### src/rtl/tmr_ctl_access_check.sv
module tmr_ctl_access_check #(
  parameter int SYN_W = 8
) (
  input  logic [3:0]       acc_coproc,
  input  logic [2:0]       acc_opc1,
  input  logic [3:0]       acc_crn,
  input  logic [3:0]       acc_crm,
  input  logic [2:0]       acc_opc2,
  input  logic             acc_write,
  input  logic [1:0]       cur_level,
  input  logic             nonsecure,
  input  logic             top_present,
  input  logic             hyp_enabled,
  input  logic             kern_pl0_tmr_en,
  input  logic             hyp_pl1_cnt_en,
  input  logic             hyp_trap_gen,
  output logic             no_match,
  output logic             grant,
  output logic             undef,
  output logic             hyp_trap,
  output logic [SYN_W-1:0] trap_code,
  output logic             bank_secure
);

  localparam logic [SYN_W-1:0] CODE_GEN = SYN_W'(0);
  localparam logic [SYN_W-1:0] CODE_TMR = SYN_W'(3);

  logic base_hit, sel_hyp, sel_phys;
  logic ph_grant, ph_undef, ph_trap, ph_secure;
  logic hy_grant;
  logic [SYN_W-1:0] ph_code;
  logic cnt_block;

  assign base_hit = (acc_coproc == 4'd15) && (acc_crn == 4'd14) &&
                    (acc_crm == 4'd2) && (acc_opc2 == 3'd1);
  assign sel_hyp  = base_hit && (acc_opc1 == 3'd4);
  assign sel_phys = base_hit && (acc_opc1 == 3'd0);

  assign hy_grant  = cur_level[1] && (!cur_level[0] || nonsecure);
  assign cnt_block = hyp_enabled && !hyp_pl1_cnt_en;

  always_comb begin
    ph_grant  = 1'b0;
    ph_undef  = 1'b0;
    ph_trap   = 1'b0;
    ph_secure = 1'b0;
    ph_code   = '0;
    unique case (cur_level)
      2'd0: begin
        if (!kern_pl0_tmr_en) begin
          if (hyp_enabled && hyp_trap_gen) begin
            ph_trap = 1'b1;
            ph_code = CODE_GEN;
          end else begin
            ph_undef = 1'b1;
          end
        end else if (cnt_block) begin
          ph_trap = 1'b1;
          ph_code = CODE_TMR;
        end else begin
          ph_grant  = 1'b1;
          ph_secure = top_present && !nonsecure;
        end
      end
      2'd1: begin
        if (cnt_block) begin
          ph_trap = 1'b1;
          ph_code = CODE_TMR;
        end else begin
          ph_grant = 1'b1;
        end
      end
      2'd2: ph_grant = 1'b1;
      default: begin
        ph_grant  = 1'b1;
        ph_secure = !nonsecure;
      end
    endcase
  end

  assign no_match    = !(sel_hyp || sel_phys);
  assign grant       = (sel_hyp && hy_grant) || (sel_phys && ph_grant);
  assign undef       = (sel_hyp && !hy_grant) || (sel_phys && ph_undef);
  assign hyp_trap    = sel_phys && ph_trap;
  assign trap_code   = sel_phys ? ph_code : '0;
  assign bank_secure = sel_phys && ph_secure;

  logic unused_dir;
  assign unused_dir = acc_write;

endmodule


### config.mk
export PLATFORM = sky130hd
export DESIGN_NAME = tmr_ctl_access_check
export DESIGN_NICKNAME = d
export VERILOG_FILES = /design/src/rtl/tmr_ctl_access_check.sv
export SDC_FILE = /design/constraint.sdc
export NUM_CORES = 1
export LEC_CHECK = 0
export ABC_AREA = 1
export ABC_CLOCK_PERIOD_IN_PS = 1500
export BUFFER_PORTS_ARGS = -buffer_cell sky130_fd_sc_hd__clkbuf_2
export CORE_AREA = 2 2 39 41
export DETAILED_ROUTE_END_ITERATION = 16
export DIE_AREA = 0 0 41 43
export SETUP_SLACK_MARGIN = 0.02
export SLEW_MARGIN = 15
export SYNTH_ARGS = -nofsm -noshare
export SYNTH_HDL_FRONTEND = slang
export SYNTH_SLANG_ARGS = --single-unit
### constraint.sdc
create_clock -name vclk -period 1.5
set_input_delay 0.075 -clock vclk [all_inputs]
set_output_delay 0.075 -clock vclk [all_outputs]
set_load 0.005 [all_outputs]
==> metrics <==
status=finished clean; hold depth=4; Post-synth top cells=nand2_1 (15), inv_1 (13), nand4_1 (8); Die W=41 um; I/O Buffers=33; Initial Util=0.247; Hold Crit Start=acc_opc1[0]; Mapped Cells=61; hold buffer count at CTS=0; CP startpoint=acc_crm[0]; CLK BUF=0; syn_area_per_cell=5.60 um^2; grt ovf=0; Final Setup Violations=0; die height=43 um; register area share after synthesis=0; Slew Limit Fails=0; CP required=1.42 ns; Crit Path Class=input pin to primary output; synth top area cells=nand2_1 (16%), buf_4 (15%), nand4_1 (15%); DIE AREA=1760 um^2; Final Cycle Share=0.618; Resize count post-CTS=0; routability congestion estimate from global placement=0.716; Critical Path End Type=primary output; Fillers=164; critical-path maximum fanout=6; Hold EP=no_match; number of remaining DRC errors=0; dpl hpwl=774 um; post-synth top area share=0.165; I/O Pins=40; critical path arrival=0.85 ns; YS warnings=0; first-pass GRT wire length=1.26 mm; initial antenna violation count=0; Distinct cells, synth=14; drt first-iter violations=3; min cycle time layout=0.927 ns; Worst Hold Class=input pin to primary output; largest net degree at the start of global routing=7; P_leak=0.337 nW; PD cells=159 nW/um^2; layout cells sized above 1=0.457; routed vias/inst=4.09; startpoint types=input pin; area grow syn2layout=44.3%; Via Count=442; postcts setup bufs=0; Tot GR Track Use=0.0929; Max VDD drop=0.0000548 V; drt wl/cell=7.28 um; Syn Std Cell Area=342 um^2; Power, Total=0.0000782 W; post-synth top area cell=nand2_1; Routed Antenna Nets=0; Finished Layout Cells=108; placed instance count=108; Final Hold Fails=0; final setup TNS=0 ns; WL final=786 um; FP Rows=14; Nets=121; FF+latch area=0 um^2; RSZ-0062 raised after global routing=false; seq_cells=0; final hold slack=0.448 ns; Core Region=1380 um^2; Max-Cap Viols=0; first-pass detailed-route iteration total=4; count leader, synth=nand2_1; vias in the first global route=348; antenna cells=0; Fmax=1.08 GHz
==> through the flow <==
step	setup slack [ns]	util	instance area [um^2]
final	0.573	0.356	493
after detailed placement	0.544	0.356	493
after global placement	0.564	0.356	493
after global routing	0.437	0.356	493
after floorplan	0.676	-	360
after CTS	0.546	0.356	493
==> layer usage <==
| metal | wire length (um) | global-route usage |
|---|---|---|
| met1 | 323 | 0.123 |
| met3 | 85 | 0.00524 |
| met4 | 0 | 0 |
| met5 | 0 | 0 |
| met2 | 377 | 0.166 |
==> placed cells by master, fill, tap and decap left out <==
cell      synthesis  final
nand4_2           1      1
nor2_8            1      1
nand2_1          15     15
nor2_2            3      3
conb_1            1      6
o21bai_1          1      1
nor2_4            1      1
nand2_2           1      1
clkbuf_2          0     33
inv_1            13     13
nand3_2           1      1
nand3_4           1      1
nand4_1           8      8
nor2_1            7      7
==> worst max-delay path, cell delays in order <==
cell and delay [ns]:
clkbuf_2 0.08, inv_1 0.05, nand4_2 0.09, nor2_4 0.20, nand3_4 0.09, nor2_1 0.13
clkbuf_2 0.13
==> kinds of logic after synthesis <==
family                 count (synthesis)  share of synthesized area
and+or+nand+nor                       39                      0.670
buffers and inverters                 20                      0.297
AOI/OAI and AO/OA                      1                     0.0220
other                                  1                     0.0110
==> cell type report <==
class,instances,area [um^2],share of cell area
inverter,13,48.8,0.0990
multi-input combinational,46,259,0.525
tap,16,20.0,0.0406
timing repair buffer,33,165,0.335
==> worst max path at each step <==
stage | end | slack (ns) | cells past startpoint
final | trap_code[0] | 0.57 | 7
after global routing | trap_code[0] | 0.44 | 7
after CTS | trap_code[0] | 0.55 | 7
after detailed placement | trap_code[0] | 0.54 | 7
after global placement | trap_code[1] | 0.56 | 7
after floorplan | trap_code[1] | 0.68 | 6
==> report_power, final <==
group | total [W] | internal [W] | switching [W]
Clock | 0 | 0 | 0
Combinational | 0.0000782 | 0.0000367 | 0.0000416
Sequential | 0 | 0 | 0
(Power assumes the default switching activity.)
